==> config.mk <==
export PLATFORM = sky130hd
export DESIGN_NAME = sector_ecc_gen
export DESIGN_NICKNAME = d
export VERILOG_FILES = /design/src/rtl/sector_ecc_pkg.sv /design/src/rtl/sector_ecc_ctrl.sv /design/src/rtl/sector_ecc_group.sv /design/src/rtl/sector_ecc_dpath.sv /design/src/rtl/sector_ecc_gen.sv
export SDC_FILE = /design/constraint.sdc
export NUM_CORES = 1
export LEC_CHECK = 0
export ABC_CLOCK_PERIOD_IN_PS = 2700
export BUFFER_PORTS_ARGS = -buffer_cell sky130_fd_sc_hd__buf_2
export CAP_MARGIN = 10
export CORE_MARGIN = 2
export CORE_UTILIZATION = 40
export DETAILED_ROUTE_END_ITERATION = 16
export GPL_ROUTABILITY_DRIVEN = 0
export PLACE_DENSITY = 0.64
export RECOVER_POWER = 100
export SLEW_MARGIN = 5
export SYNTH_ARGS = -nofsm -noshare
export SYNTH_HDL_FRONTEND = slang
export SYNTH_SLANG_ARGS = --single-unit
==> constraint.sdc <==
create_clock -name clk -period 2.7 [get_ports clk]
set_input_delay 0.675 -clock clk [delete_from_list [all_inputs] [get_ports clk]]
set_output_delay 0.675 -clock clk [all_outputs]
set_load 0.01 [all_outputs]
==> src/rtl/sector_ecc_pkg.sv <==
package sector_ecc_pkg;
  localparam int DATA_W  = 8;
  localparam int IDX_W   = 8;
  localparam int WORD_W  = 16;
  localparam int NUM_WORDS = 3;
  localparam int PTR_W   = 2;

  localparam logic [7:0] MODE_CLEAR  = 8'hF4;
  localparam logic [7:0] MODE_CALC   = 8'hB4;
  localparam logic [7:0] MODE_RESULT = 8'hD4;

  typedef struct packed {
    logic             clearAll;
    logic             accumEn;
    logic             grpSel;
    logic [IDX_W-1:0] lineIdx;
    logic             resultOn;
    logic [PTR_W-1:0] wordSel;
  } ecc_stb_t;

  // Mask of data bit positions whose position bit 'lvl' equals 'odd'.
  function automatic logic [DATA_W-1:0] colMask(int lvl, bit odd);
    logic [DATA_W-1:0] m;
    for (int b = 0; b < DATA_W; b++) m[b] = (((b >> lvl) & 1) == int'(odd));
    return m;
  endfunction
endpackage

==> src/rtl/sector_ecc_ctrl.sv <==
module sector_ecc_ctrl
  import sector_ecc_pkg::*;
#(
  parameter int GROUP_IDX_W = IDX_W
) (
  input  logic       clk,
  input  logic       rstN,
  input  logic [7:0] modeCode,
  input  logic       byteValid,
  input  logic       readStrobe,
  output ecc_stb_t   stb
);
  localparam int CNT_W = GROUP_IDX_W + 2;
  localparam logic [PTR_W-1:0] LAST_WORD = PTR_W'(NUM_WORDS - 1);

  logic [CNT_W-1:0] byteCnt;
  logic [PTR_W-1:0] wordPtr;
  logic modeClear, modeCalc, modeResult, sectorFull, takeByte;

  assign modeClear  = (modeCode == MODE_CLEAR);
  assign modeCalc   = (modeCode == MODE_CALC);
  assign modeResult = (modeCode == MODE_RESULT);
  assign sectorFull = byteCnt[CNT_W-1];
  assign takeByte   = modeCalc && byteValid && !sectorFull;

  always_ff @(posedge clk or negedge rstN) begin
    if (!rstN)          byteCnt <= '0;
    else if (modeClear) byteCnt <= '0;
    else if (takeByte)  byteCnt <= byteCnt + 1'b1;
  end

  always_ff @(posedge clk or negedge rstN) begin
    if (!rstN)            wordPtr <= '0;
    else if (!modeResult) wordPtr <= '0;
    else if (readStrobe)  wordPtr <= (wordPtr == LAST_WORD) ? '0 : wordPtr + 1'b1;
  end

  always_comb begin
    stb.clearAll = modeClear;
    stb.accumEn  = takeByte;
    stb.grpSel   = byteCnt[GROUP_IDX_W];
    stb.lineIdx  = byteCnt[GROUP_IDX_W-1:0];
    stb.resultOn = modeResult;
    stb.wordSel  = wordPtr;
  end
endmodule

==> src/rtl/sector_ecc_group.sv <==
module sector_ecc_group
  import sector_ecc_pkg::*;
#(
  parameter int GW = DATA_W,
  parameter int GI = IDX_W
) (
  input  logic            clk,
  input  logic            rstN,
  input  logic            clear,
  input  logic            en,
  input  logic [GI-1:0]   idx,
  input  logic [GW-1:0]   data,
  output logic [2*GI-1:0] lineOut,
  output logic [7:0]      colOut
);
  localparam int LVLS = $clog2(GW);
  localparam int CP_W = 2 * LVLS;

  logic [2*GI-1:0] lineAcc, lineNext;
  logic [CP_W-1:0] colAcc, colNext;
  logic bytePar;

  assign bytePar = ^data;

  genvar k;
  generate
    for (k = 0; k < GI; k++) begin : g_line
      assign lineNext[2*k]   = lineAcc[2*k]   ^ (bytePar & ~idx[k]);
      assign lineNext[2*k+1] = lineAcc[2*k+1] ^ (bytePar &  idx[k]);
    end
    for (k = 0; k < LVLS; k++) begin : g_col
      assign colNext[2*k]   = colAcc[2*k]   ^ (^(data & colMask(k, 1'b0)));
      assign colNext[2*k+1] = colAcc[2*k+1] ^ (^(data & colMask(k, 1'b1)));
    end
  endgenerate

  always_ff @(posedge clk or negedge rstN) begin
    if (!rstN) begin
      lineAcc <= '0;
      colAcc  <= '0;
    end else if (clear) begin
      lineAcc <= '0;
      colAcc  <= '0;
    end else if (en) begin
      lineAcc <= lineNext;
      colAcc  <= colNext;
    end
  end

  assign lineOut = ~lineAcc;
  assign colOut  = {~colAcc, {(8-CP_W){1'b1}}};
endmodule

==> src/rtl/sector_ecc_dpath.sv <==
module sector_ecc_dpath
  import sector_ecc_pkg::*;
(
  input  logic              clk,
  input  logic              rstN,
  input  ecc_stb_t          stb,
  input  logic [DATA_W-1:0] byteData,
  output logic [WORD_W-1:0] readData
);
  localparam int NGRP = 2;

  logic [2*IDX_W-1:0] lineP [NGRP];
  logic [7:0]         colP  [NGRP];

  genvar g;
  generate
    for (g = 0; g < NGRP; g++) begin : g_grp
      logic grpEn;
      assign grpEn = stb.accumEn && (stb.grpSel == 1'(g));
      sector_ecc_group #(.GW(DATA_W), .GI(IDX_W)) grp_i (
        .clk(clk), .rstN(rstN), .clear(stb.clearAll), .en(grpEn),
        .idx(stb.lineIdx), .data(byteData),
        .lineOut(lineP[g]), .colOut(colP[g])
      );
    end
  endgenerate

  always_comb begin
    readData = '0;
    if (stb.resultOn) begin
      case (stb.wordSel)
        2'd0:    readData = {lineP[0][15:8], lineP[0][7:0]};
        2'd1:    readData = {lineP[1][7:0], colP[0]};
        2'd2:    readData = {colP[1], lineP[1][15:8]};
        default: readData = '0;
      endcase
    end
  end
endmodule

==> src/rtl/sector_ecc_gen.sv <==
module sector_ecc_gen
  import sector_ecc_pkg::*;
(
  input  logic        clk,
  input  logic        rstN,
  input  logic [7:0]  modeCode,
  input  logic        byteValid,
  input  logic [7:0]  byteData,
  input  logic        readStrobe,
  output logic [15:0] readData
);
  ecc_stb_t stb;

  sector_ecc_ctrl #(.GROUP_IDX_W(IDX_W)) ctrl_i (
    .clk(clk), .rstN(rstN), .modeCode(modeCode),
    .byteValid(byteValid), .readStrobe(readStrobe), .stb(stb)
  );

  sector_ecc_dpath dpath_i (
    .clk(clk), .rstN(rstN), .stb(stb), .byteData(byteData), .readData(readData)
  );
endmodule

==> results of run 1 <==
## cell usage after synthesis, drive strengths merged
cell type and instances:
nand2b 2, xnor2 16, a2bb2oi 1, a221oi 4
and3 7, inv 8, a21oi 38, nand2 12
or4b 1, or3 4, nand3 8, a22o 1
o21ai 5, o22a 12, ha 1, mux2 14
a21o 2, o31ai 32, nand4 3, dfrtp 56
nor4b 2, xor2 12, nor3b 1, nand3b 1
nor2 30, nor2b 1, mux2i 1, or4 32
clkbuf 23, buf 4
## layout by cell type, fill, tap and decap left out, drive strengths merged
master / Yosys / routed
xor2: 12 / 12
or4: 32 / 32
nand4: 3 / 3
o21ai: 5 / 5
or4b: 1 / 1
nand2b: 2 / 2
and3: 7 / 7
nor3b: 1 / 1
a21o: 2 / 2
or3: 4 / 4
nand3b: 1 / 1
nand2: 12 / 12
a2bb2oi: 1 / 1
mux2: 14 / 14
o22a: 12 / 12
a22o: 1 / 1
xnor2: 16 / 16
mux2i: 1 / 1
inv: 8 / 9
nor4b: 2 / 2
ha: 1 / 1
clkbuf: 23 / 6
buf: 4 / 56
clkinvlp: 0 / 1
nand3: 8 / 8
a221oi: 4 / 4
o31ai: 32 / 32
dfrtp: 56 / 56
nor2: 30 / 30
nor2b: 1 / 1
a21oi: 38 / 38
bufinv: 0 / 1
## power by group
part	leakage, nW	total, mW	internal [mW]	switching [mW]
clock network	0.0548	0.576	0.280	0.296
logic	0.848	0.299	0.0982	0.201
registers	0.759	0.898	0.864	0.0338
total	1.66	1.77	1.24	0.530
## kinds of logic after synthesis
| family | count (synthesis) | synth area share (%) |
|---|---|---|
| buffers and inverters | 35 | 4.29 |
| adders and majority gates | 1 | 0.394 |
| DFF | 56 | 44.1 |
| xor gates and xnor gates | 28 | 7.72 |
| and+or+nand+nor | 104 | 18.5 |
| AOI/OAI and AO/OA | 95 | 19.8 |
| muxes | 15 | 5.28 |
## sequential cells by signal, summed over array words and instances (netlist names)
name,count
dpath_i.g_grp.grp_i.lineAcc,32
ctrl_i.byteCnt,10
ctrl_i.wordPtr,2
dpath_i.g_grp.grp_i.colAcc,12
## critical path: cells and delay by family
family	cells	cell delay, ps
AO/OA/AOI/OAI	2	500
AND/OR/NAND/NOR	2	400
buffers and inverters	3	420
## area by class of cell
cell class	count	area share, %
multi-input cells	243	45.2
flip-flops and latches	56	37.2
repair buffers	57	10.4
well taps	102	3.39
clock buffers	5	1.83
clock inverters	3	1.23
inverters	8	0.797
## worst max path at each step
| stage | startpoint | to | slack [ps] | cells after the start |
|---|---|---|---|---|
| finish | modeCode[1] | readData[0] | 30 | 7 |
| global route | modeCode[1] | readData[0] | -30 | 7 |
| CTS | modeCode[1] | readData[0] | -1 | 7 |
| detailed placement | modeCode[1] | readData[8] | -110 | 7 |
| global placement | modeCode[1] | readData[5] | -110 | 8 |
| floorplan | modeCode[1] | readData[10] | 180 | 5 |
## metal layers
| metal | part of all wire [%] | up-vias | GRT usage [%] |
|---|---|---|---|
| met4 | 1.4 | 0 | 5.51 |
| li1 | - | 1320 | - |
| met2 | 47 | 62 | 30.3 |
| met1 | 48 | 1405 | 30.2 |
| met3 | 4.3 | 9 | 2.82 |
| met5 | 0 | - | 0 |
## what timing repair did
item	in CTS	in global routing
hold buffers	0	0
pin swaps	1	0
setup buffers	0	1
gates resized for setup	5	11
setup endpoints to repair	16	16
gates cloned	0	0
==> results by group, run 1 <==
Status
  • Result of the run: finished clean

GRT
  • Initial antenna violation count: 0
  • Total GRT Usage: 20.1%
  • Via count of the first global-routing pass: 2,649
  • Total gr overflow: 0
  • Wire length of the first global-routing pass: 13,700 um
  • Maximum number of pins on one net before global-route repair: 65

STA
  • Slack of the critical path: 32.3 ps
  • Final hold vios: 0
  • Slew HR: 4.34%
  • Worst hold margin: 549 ps
  • Skew final: 9.99 ps
  • Max-slew violation count: 0
  • Unrepaired setup endpoints after global routing: yes
  • Setup Viol. Count Final: 0
  • Period utilization: 98.8%
  • Post-layout minimum cycle time: 2670 ps
  • Tightest Pin Transition: 1430 ps
  • TNS Setup: 0 ps
  • Highest clock frequency the design can meet: 375 MHz

Worst hold path
  • Class of the tightest hold or removal check: reg2reg
  • Start point of the worst hold path: dpath_i.g_grp[1].grp_i.colAcc[2]
  • Hold Crit Depth: 2
  • Min-Delay Endpoint: dpath_i.g_grp[1].grp_i.colAcc[2]

Synth
  • Number of warnings issued by yosys: 0
  • Yosys top cell by area: sky130_fd_sc_hd__dfrtp_1
  • Number of nets in the synthesized netlist: 355
  • Post-synth top area share: 44.1%
  • Cell area after technology mapping: 3180 sq um
  • Post-synthesis cell count: 334
  • Total of flip-flops plus latches after synthesis: 56
  • Sequential area share after synthesis: 44.1%
  • Area contributors post-synth: sky130_fd_sc_hd__dfrtp_1 44%, sky130_fd_sc_hd__o31ai_1 7.6%, sky130_fd_sc_hd__or4_1 7.6%
  • Number of unique standard cell types used by synthesis: 30
  • Synthesized area divided by synthesized cell count: 9.52 sq um

Drt
  • Total DRC errors in the routed layout: 0
  • Initial DRT Pass Iterations: 4
  • Total wirelength of the detailed-routed design: 8290 um
  • Via density per instance: 5.90
  • Post-detailed-route wirelength per cell: 17.5 um
  • Iteration-0 DRC count of the detailed router: 199
  • Count of antenna-violating nets left after detailed routing: 0
  • Number of vias after detailed routing: 2,796

Finish
  • Share of post-route cells with drive strength above 1: 24.2%
  • Total area of multi-input combinational cells: 1700 sq um
  • Synthesis-to-finish area growth: 18.5%
  • Final instance area: 3770 sq um
  • Final Net Count: 392
  • Antenna fix cells: 0
  • Number of standard cells in the final layout excluding fillers: 474
  • Final standard cell utilization of the core: 48.8%
  • Filler cell count: 754
  • Flip-flop and latch area: 1400 sq um

Setup path
  • Startpoint type of the worst setup path: input pin
  • R2R depth: 6
  • Slowest CP cell: sky130_fd_sc_hd__a21o_4
  • Worst reg2reg path startpoint: ctrl_i.byteCnt[9]
  • Data arrival, critical path: 1990 ps
  • Critical register-to-register path endpoint: dpath_i.g_grp[1].grp_i.lineAcc[14]
  • Cells along the critical path: buf_6 > nor4b_4 > buf_4 > nand4_1 > a21o_4 > a221oi_1 > buf_2
  • Top fanout value on the critical path: 6
  • Worst Setup Path Type: in2out
  • Worst EP required: 2030 ps
  • Stage delay of the slowest cell on the critical path: 280 ps
  • Worst reg2reg setup slack: 780 ps
  • Nature of the critical path endpoint: primary output

Clock tree
  • Clock Root Buffer: sky130_fd_sc_hd__clkbuf_8
  • Clock-pin slew reported for the worst setup and hold paths after clock tree synthesis: 100 ps
  • Maximum count of clock buffers along a single path: 2
  • Clock Sink Count: 56
  • TritonCTS clock tree: built
  • Depth of the CTS H-tree: 2
  • Number of clock buffers inserted by TritonCTS: 5
  • Clock latency on the worst-skew pair: 320 ps

Power
  • Maximum vdd ir drop: 272 uV
  • Static leakage: 1.66 nW
  • Power density normalized to cell area: 471 nW/um^2
  • Design Power: 1.77 mW

Placed design
  • Setup WS pre-CTS: -110 ps
  • Number of buffers added on ports: 35
  • Cell count after placement: 465
  • HPWL Detailed: 5460 um
  • Instance area at placement: 3580 sq um

Run
  • Number of max-capacitance violations reported: 0

Floorplanning
  • Die area: 8670 sq um
  • Core region area: 7730 sq um
  • Overall die width: 93.1 um
  • # IOs: 36
  • Effective utilization at floorplan: 41.1%
  • Die Y-Extent: 93.1 um
  • Row count: 32
Note: power is estimated with default switching activity, not from simulation.
==> run 2, diff against run 1 <==
ABC_AREA = 1   (was default)
==> results by group, run 2 <==
Status
  • Result of the run: finished clean (unchanged)

Setup path
  • Kind of cell adding the most delay to the critical path: buffers and inverters (was compound AO/OA/AOI/OAI gates)
  • Nature of the critical path endpoint: primary output (unchanged)
  • Start point of the critical path: modeCode[3] (was modeCode[1])
  • Worst Setup Path Type: in2out (unchanged)
  • R2R depth: 7 (was 6)
  • Stage delay of the slowest cell on the critical path: 270 ps (was 280 ps)
  • Startpoint type of the worst setup path: input pin (unchanged)
  • Cells along the critical path: buf_2 > inv_2 > nand2_1 > nor2_8 > inv_2 > nor4_4 > clkbuf_2 > o21ai_0 > inv_1 > clkbuf_1 (was buf_6 > nor4b_4 > buf_4 > nand4_1 > a21o_4 > a221oi_1 > buf_2)
  • Most Frequent Cell on Critical Path: sky130_fd_sc_hd__inv_2
  • Worst EP required: 2030 ps (about the same)
  • Slowest CP cell: sky130_fd_sc_hd__clkbuf_2 (was sky130_fd_sc_hd__a21o_4)
  • Data arrival, critical path: 1860 ps (was 1990 ps)
  • Top fanout value on the critical path: 9 (was 6)
  • Cell depth of the worst setup path: 10 (was 7)
  • Worst reg2reg path startpoint: ctrl_i.byteCnt[9] (unchanged)
  • Crit path buffers/inverters: 6 (was 3)

STA
  • Setup Viol. Count Final: 0 (unchanged)
  • Highest clock frequency the design can meet: 394 MHz (was 375 MHz)
  • Tightest Pin Transition: 1390 ps (was 1430 ps)
  • TNS Setup: 0 ps (unchanged)
  • Skew final: 7.37 ps (was 9.99 ps)
  • Final hold vios: 0 (unchanged)
  • Unrepaired setup endpoints after global routing: no (was yes)
  • Post-layout minimum cycle time: 2540 ps (was 2670 ps)
  • Period utilization: 94.0% (was 98.8%)
  • Max-slew violation count: 0 (unchanged)
  • Slew HR: 7.13% (was 4.34%)

Drt
  • Initial DRT Pass Iterations: 5 (was 4)
  • Via density per instance: 5.41 (was 5.90)
  • Routed wl met2: 4940 um (was 3870 um)
  • Total wirelength of the detailed-routed design: 9790 um (was 8290 um)
  • Total DRC errors in the routed layout: 0 (unchanged)
  • Length of routed wiring on met1: 4130 um (was 3950 um)
  • Detail Route met3 WL: 568 um (was 360 um)
  • Post-detailed-route wirelength per cell: 14.9 um (was 17.5 um)
  • Count of antenna-violating nets left after detailed routing: 0 (unchanged)
  • Number of vias after detailed routing: 3,557 (was 2,796)
  • Highest layer used for signal routing: met4 (unchanged)
  • Iteration-0 DRC count of the detailed router: 198 (was 199)

Finish
  • Antenna fix cells: 0 (unchanged)
  • Top library cells by usage in the layout, fill and taps aside: 120 x sky130_fd_sc_hd__nor2_1, 96 x sky130_fd_sc_hd__nand2_1, 56 x sky130_fd_sc_hd__dfrtp_1 (was 56 x sky130_fd_sc_hd__dfrtp_1, 38 x sky130_fd_sc_hd__a21oi_1, 33 x sky130_fd_sc_hd__buf_2)
  • Largest reg by FF count: dpath_i.g_grp.grp_i.lineAcc (unchanged)
  • Number of flip-flops under the largest register name: 32 (unchanged)
  • Most common cell after layout, fill and taps aside: sky130_fd_sc_hd__nor2_1 (was sky130_fd_sc_hd__dfrtp_1)
  • Final Net Count: 570 (was 392)
  • Share of post-route cells with drive strength above 1: 14.4% (was 24.2%)
  • Synthesis-to-finish area growth: 9.14% (was 18.5%)
  • Final instance area: 4010 sq um (was 3770 sq um)
  • Largest registers ranked by flip-flop count: dpath_i.g_grp.grp_i.lineAcc (32), dpath_i.g_grp.grp_i.colAcc (12), ctrl_i.byteCnt (10) (unchanged)

Floorplanning
  • # IOs: 36 (unchanged)
  • Overall die width: 99.8 um (was 93.1 um)
  • Die Y-Extent: 99.8 um (was 93.1 um)
  • Row count: 34 (was 32)
  • Effective utilization at floorplan: 41.7% (was 41.1%)
  • Die area: 9960 sq um (was 8670 sq um)
  • Core region area: 8810 sq um (was 7730 sq um)

Synth
  • Total of flip-flops plus latches after synthesis: 56 (unchanged)
  • Number of warnings issued by yosys: 0 (unchanged)
  • Synthesized area divided by synthesized cell count: 7.07 sq um (was 9.52 sq um)
  • Primary FF master, synth: sky130_fd_sc_hd__dfrtp_1 (unchanged)
  • Library cell with the highest instance count after synthesis: sky130_fd_sc_hd__nor2_1 (was sky130_fd_sc_hd__dfrtp_1)
  • Sequential area share after synthesis: 38.2% (was 44.1%)
  • Post-synth top area share: 38.2% (was 44.1%)
  • Yosys top cell by area: sky130_fd_sc_hd__dfrtp_1 (unchanged)
  • Most frequent cells after synthesis: 117 x sky130_fd_sc_hd__nor2_1, 95 x sky130_fd_sc_hd__nand2_1, 56 x sky130_fd_sc_hd__dfrtp_1, 49 x sky130_fd_sc_hd__inv_1, 39 x sky130_fd_sc_hd__nand4_1 (was 56 x sky130_fd_sc_hd__dfrtp_1, 38 x sky130_fd_sc_hd__a21oi_1, 32 x sky130_fd_sc_hd__o31ai_1, 32 x sky130_fd_sc_hd__or4_1, 30 x sky130_fd_sc_hd__nor2_1)
  • Number of nets in the synthesized netlist: 540 (was 355)
  • Area contributors post-synth: sky130_fd_sc_hd__dfrtp_1 38%, sky130_fd_sc_hd__nor2_1 12%, sky130_fd_sc_hd__nand2_1 9.7% (was sky130_fd_sc_hd__dfrtp_1 44%, sky130_fd_sc_hd__o31ai_1 7.6%, sky130_fd_sc_hd__or4_1 7.6%)
  • Share of flip-flops with an asynchronous set or reset after synthesis: 100% (unchanged)
  • Cell area after technology mapping: 3670 sq um (was 3180 sq um)
  • Number of unique standard cell types used by synthesis: 35 (was 30)
  • Post-synthesis cell count: 519 (was 334)
  • Post-synth EDFFs: 0 (unchanged)

Run
  • Number of max-capacitance violations reported: 0 (unchanged)

GRT
  • Wire length of the first global-routing pass: 16,700 um (was 13,700 um)
  • Total GRT Usage: 20.7% (was 20.1%)
  • Total gr overflow: 0 (unchanged)
  • Via count of the first global-routing pass: 3,521 (was 2,649)
  • Maximum number of pins on one net before global-route repair: 57 (was 65)
  • Initial antenna violation count: 0 (unchanged)

Power
  • Switching power of the nets: 516 uW (was 530 uW)
  • Power density normalized to cell area: 458 nW/um^2 (was 471 nW/um^2)
  • Combinational share of power: 15.7% (was 16.9%)
  • Clock group share of total power: 32.8% (was 32.5%)
  • Maximum vdd ir drop: 292 uV (was 272 uV)
  • Net switching fraction of the power: 28.1% (was 29.9%)
  • P_int: 1.32 mW (was 1.24 mW)
  • Static leakage: 2.16 nW (was 1.66 nW)
  • Portion of total power attributed to sequential cells: 51.5% (was 50.7%)

Clock tree
  • Maximum count of clock buffers along a single path: 2 (unchanged)
  • CTS Hold Bufs: 0 (unchanged)
  • Number of clock buffers inserted by TritonCTS: 5 (unchanged)
  • Clock Root Buffer: sky130_fd_sc_hd__clkbuf_8 (unchanged)
  • Clock Sink Count: 56 (unchanged)
  • Depth of the CTS H-tree: 2 (unchanged)
  • Clock-pin slew reported for the worst setup and hold paths after clock tree synthesis: 100 ps (about the same)
  • TritonCTS clock tree: built (unchanged)
  • Clock latency on the worst-skew pair: 310 ps (was 320 ps)

Placed design
  • Instance area at placement: 3950 sq um (was 3580 sq um)
  • Number of buffers added on ports: 35 (unchanged)
  • HPWL Detailed: 7170 um (was 5460 um)

Worst hold path
  • Hold Crit Depth: 2 (unchanged)
  • Class of the tightest hold or removal check: reg2reg (unchanged)
  • Start point of the worst hold path: dpath_i.g_grp[1].grp_i.colAcc[1] (was dpath_i.g_grp[1].grp_i.colAcc[2])
## run 2: power groups by stage
stage	combinational [mW]	sequential [mW]	clock (mW)
after floorplan	0.209	0.943	0
after global routing	0.330	0.951	0.646
after detailed placement	0.298	0.959	0
after CTS	0.298	0.943	0.615
final	0.289	0.944	0.601
after global placement	0.289	0.957	0
## run 2: path summary, 6_finish.rpt
path                                                      end  slack, ps
max                                               readData[6]        160
min                          dpath_i.g_grp[1].grp_i.colAcc[1]        540
max reg2reg                dpath_i.g_grp[0].grp_i.lineAcc[11]        920
min reg2reg                  dpath_i.g_grp[1].grp_i.colAcc[1]        540
max in group asynchronous                   ctrl_i.byteCnt[9]       1100
min in group asynchronous                   ctrl_i.wordPtr[1]        760
## run 2: cell type report
class	instances	area [sq um]
multi-input cells	384	1890
flip-flops and latches	56	1400
clock inverters	1	30.0
repair buffers	45	233
clock buffers	7	96.3
inverters	57	216
fillers	929	4800
well taps	108	135
## run 2: timing repair
item                                    4_1_cts  5_1_grt
gates resized for setup                       0        3
endpoints found under the setup margin        0        4
buffers inserted                              0        0
## run 2: cell families (layout without fill, tap and decap cells)
kind of cell	after synthesis	in the layout	synth area share [%]
flops	56	56	38.2
fa+ha+maj	1	1	0.341
buf+inv	79	110	9.48
simple gates	309	309	40.1
xor+xnor	12	12	2.86
compound gates	62	62	9.00
## run 2: worst register-to-register path, stage by stage (launching register included)
cell	delay [ps]
sky130_fd_sc_hd__dfrtp_1	420
sky130_fd_sc_hd__nor2_1	250
sky130_fd_sc_hd__nand4_2	180
sky130_fd_sc_hd__nand2_4	170
sky130_fd_sc_hd__clkbuf_1	350
sky130_fd_sc_hd__nand4_1	160
sky130_fd_sc_hd__nand2_1	110
sky130_fd_sc_hd__nor2_1	50
## run 2: routing by layer
layer	track usage, %	vias up
li1	-	1745
met1	25.6	1695
met2	37.1	105
met3	3.62	12
met4	6.11	0
met5	0	-
## run 2: metrics by stage
step	hold slack, ps	setup WS [ps]	cells	total power [mW]	utilization (%)
floorplan	379	305	519	1.15	-
global placement	516	204	650	1.25	44.8
detailed placement	529	176	650	1.26	44.8
CTS	367	126	658	1.86	46.3
global route	580	18.0	658	1.93	45.5
finish	544	163	658	1.83	45.5
==> run 3, diff against run 2 <==
CORE_UTILIZATION = 44   (was 40)
PLACE_DENSITY = 0.68   (was 0.64)
==> results by group, run 3 (synthesized netlist as in run 2, its figures left out) <==
Finish
  • Number of flip-flops under the largest register name: 32 (unchanged)
  • Largest reg by FF count: dpath_i.g_grp.grp_i.lineAcc (unchanged)
  • Top library cells by usage in the layout, fill and taps aside: 116 x sky130_fd_sc_hd__nor2_1, 96 x sky130_fd_sc_hd__nand2_1, 55 x sky130_fd_sc_hd__dfrtp_1 (was 120 x sky130_fd_sc_hd__nor2_1, 96 x sky130_fd_sc_hd__nand2_1, 56 x sky130_fd_sc_hd__dfrtp_1)
  • Largest registers ranked by flip-flop count: dpath_i.g_grp.grp_i.lineAcc (32), dpath_i.g_grp.grp_i.colAcc (12), ctrl_i.byteCnt (10) (unchanged)
  • Filler cell count: 836 (was 929)
  • Synthesis-to-finish area growth: 9.68% (was 9.14%)
  • Antenna fix cells: 0 (unchanged)
  • Most common cell after layout, fill and taps aside: sky130_fd_sc_hd__nor2_1 (unchanged)
  • Final instance area: 4030 sq um (was 4010 sq um)
  • Share of post-route cells with drive strength above 1: 15.1% (was 14.4%)
  • Final Net Count: 570 (unchanged)

Setup path
  • Worst reg2reg path startpoint: ctrl_i.byteCnt[9] (unchanged)
  • Slowest CP cell: sky130_fd_sc_hd__a211oi_1 (was sky130_fd_sc_hd__clkbuf_2)
  • R2R depth: 7 (unchanged)
  • Critical register-to-register path endpoint: dpath_i.g_grp[0].grp_i.lineAcc[4] (was dpath_i.g_grp[0].grp_i.lineAcc[11])
  • Top fanout value on the critical path: 16 (was 9)
  • Worst EP required: 2030 ps (about the same)
  • Nature of the critical path endpoint: primary output (unchanged)
  • Kind of cell adding the most delay to the critical path: buffers and inverters (unchanged)
  • Cells along the critical path: buf_2 > inv_1 > nand2_1 > nor2_8 > inv_2 > nor4_4 > buf_12 > inv_1 > a211oi_1 > buf_2 (was buf_2 > inv_2 > nand2_1 > nor2_8 > inv_2 > nor4_4 > clkbuf_2 > o21ai_0 > inv_1 > clkbuf_1)
  • Data arrival, critical path: 1900 ps (was 1860 ps)
  • Crit path buffers/inverters: 6 (unchanged)
  • Startpoint type of the worst setup path: input pin (unchanged)
  • Stage delay of the slowest cell on the critical path: 190 ps (was 270 ps)
  • Worst Setup Path Type: in2out (unchanged)
  • Worst reg2reg setup slack: 550 ps (was 920 ps)

Clock tree
  • Clock latency on the worst-skew pair: 310 ps (about the same)
  • Clock-pin slew reported for the worst setup and hold paths after clock tree synthesis: 100 ps (about the same)
  • Clock Root Buffer: sky130_fd_sc_hd__clkbuf_8 (unchanged)
  • Depth of the CTS H-tree: 2 (unchanged)
  • Maximum count of clock buffers along a single path: 2 (unchanged)
  • TritonCTS clock tree: built (unchanged)
  • Clock Sink Count: 56 (unchanged)
  • CTS Hold Bufs: 0 (unchanged)
  • Number of clock buffers inserted by TritonCTS: 5 (unchanged)

STA
  • Skew final: 6.21 ps (was 7.37 ps)
  • Final hold vios: 0 (unchanged)
  • Setup Viol. Count Final: 0 (unchanged)
  • Tightest Pin Transition: 1410 ps (was 1390 ps)
  • Post-layout minimum cycle time: 2570 ps (was 2540 ps)
  • Slack of the critical path: 129 ps (was 163 ps)
  • Highest clock frequency the design can meet: 389 MHz (was 394 MHz)
  • Slew HR: 6.04% (was 7.13%)
  • Max-slew violation count: 0 (unchanged)
  • Worst hold margin: 558 ps (was 544 ps)
  • TNS Setup: 0 ps (unchanged)
  • Period utilization: 95.2% (was 94.0%)
  • Unrepaired setup endpoints after global routing: no (unchanged)

Drt
  • Number of vias after detailed routing: 3,661 (was 3,557)
  • Iteration-0 DRC count of the detailed router: 238 (was 198)
  • Via density per instance: 5.59 (was 5.41)
  • Total DRC errors in the routed layout: 0 (unchanged)
  • Initial DRT Pass Iterations: 5 (unchanged)
  • Total wirelength of the detailed-routed design: 10,200 um (was 9790 um)
  • Count of antenna-violating nets left after detailed routing: 0 (unchanged)
  • Post-detailed-route wirelength per cell: 15.5 um (was 14.9 um)

Placed design
  • Number of buffers added on ports: 35 (unchanged)
  • HPWL Detailed: 7050 um (was 7170 um)
  • Instance area at placement: 3930 sq um (was 3950 sq um)
  • Setup WS pre-CTS: 144 ps (was 176 ps)

GRT
  • Maximum number of pins on one net before global-route repair: 33 (was 57)
  • Total GRT Usage: 23.8% (was 20.7%)
  • Via count of the first global-routing pass: 3,495 (was 3,521)
  • Total gr overflow: 0 (unchanged)
  • Initial antenna violation count: 0 (unchanged)
  • Wire length of the first global-routing pass: 16,800 um (was 16,700 um)

Worst hold path
  • Class of the tightest hold or removal check: reg2reg (unchanged)
  • Start point of the worst hold path: dpath_i.g_grp[1].grp_i.colAcc[0] (was dpath_i.g_grp[1].grp_i.colAcc[1])
  • Hold Crit Depth: 2 (unchanged)
  • Min-Delay Endpoint: dpath_i.g_grp[1].grp_i.colAcc[0] (was dpath_i.g_grp[1].grp_i.colAcc[1])

Floorplanning
  • Effective utilization at floorplan: 45.1% (was 41.7%)
  • # IOs: 36 (unchanged)
  • Die area: 9090 sq um (was 9960 sq um)
  • Row count: 33 (was 34)
  • Die Y-Extent: 95.3 um (was 99.8 um)
  • Overall die width: 95.3 um (was 99.8 um)
  • Core region area: 8130 sq um (was 8810 sq um)

Status
  • Result of the run: finished clean (unchanged)

Power
  • Static leakage: 2.15 nW (was 2.16 nW)
  • Power density normalized to cell area: 449 nW/um^2 (was 458 nW/um^2)
  • Maximum vdd ir drop: 229 uV (was 292 uV)

Run
  • Number of max-capacitance violations reported: 0 (unchanged)
## run 3: changes by cell type in the layout (fill, tap and decap cells not counted), moves of 2 or more
cell,delta
sky130_fd_sc_hd__clkbuf_2,-4
sky130_fd_sc_hd__nor2_2,+4
sky130_fd_sc_hd__clkbuf_8,-2
sky130_fd_sc_hd__clkbuf_4,+2
sky130_fd_sc_hd__nor2_1,-4
## run 3: cell type report
cell class	instances	area, sq um	area share, %
flip-flops and latches	56	1400	34.8
well taps	105	131	3.26
multi-input cells	384	1920	47.6
repair buffers	45	249	6.19
clock buffers	5	68.8	1.71
clock inverters	3	42.5	1.06
inverters	57	215	5.35
## run 3: timing repair
| item | in CTS | in global routing |
|---|---|---|
| endpoints found under the setup margin | 0 | 12 |
| endpoints found under the hold margin | 0 | 0 |
| setup buffers | 0 | 2 |
| resized for setup | 0 | 5 |
## run 3: routing by layer
layer | global-route usage, % | share of wire [%] | routed length [um]
met2 | 41.5 | 50 | 5080
met1 | 30.5 | 44 | 4440
met4 | 9.06 | 1.7 | 172
met5 | 0 | 0 | 0
met3 | 2.37 | 4.6 | 465
## run 3: tightest hold or removal path, delay by kind of cell (launching register included)
| kind | cells | cell delay (ps) |
|---|---|---|
| flip-flops | 1 | 400 |
| buffers and inverters | 1 | 70 |
| AO/OA/AOI/OAI | 1 | 60 |
## run 3: worst max path at each step
stage / start / end / slack [ps] / cells past startpoint
3_3_place_gp: modeCode[3] / readData[12] / 200 / 10
4_1_cts: ctrl_i.wordPtr[0] / readData[6] / 80 / 7
5_1_grt: ctrl_i.wordPtr[1] / readData[6] / 30 / 7
3_5_place_dp: modeCode[3] / readData[12] / 140 / 10
6_report: modeCode[3] / readData[12] / 130 / 10
2_1_floorplan: modeCode[3] / readData[12] / 310 / 7
## run 3: where the power goes
group / switching (mW) / total (mW) / internal (mW)
combinational: 0.198 / 0.296 / 0.0977
clock: 0.292 / 0.567 / 0.275
sequential: 0.0522 / 0.946 / 0.894
total: 0.543 / 1.81 / 1.27
## run 3: stage by stage
stage | cells | power (mW) | utilization, %
final | 655 | 1.81 | 49.5
after global routing | 655 | 1.89 | 49.5
after CTS | 653 | 1.82 | 49.7
after detailed placement | 645 | 1.26 | 48.3
after global placement | 645 | 1.25 | 48.3
after floorplan | 519 | 1.15 | -
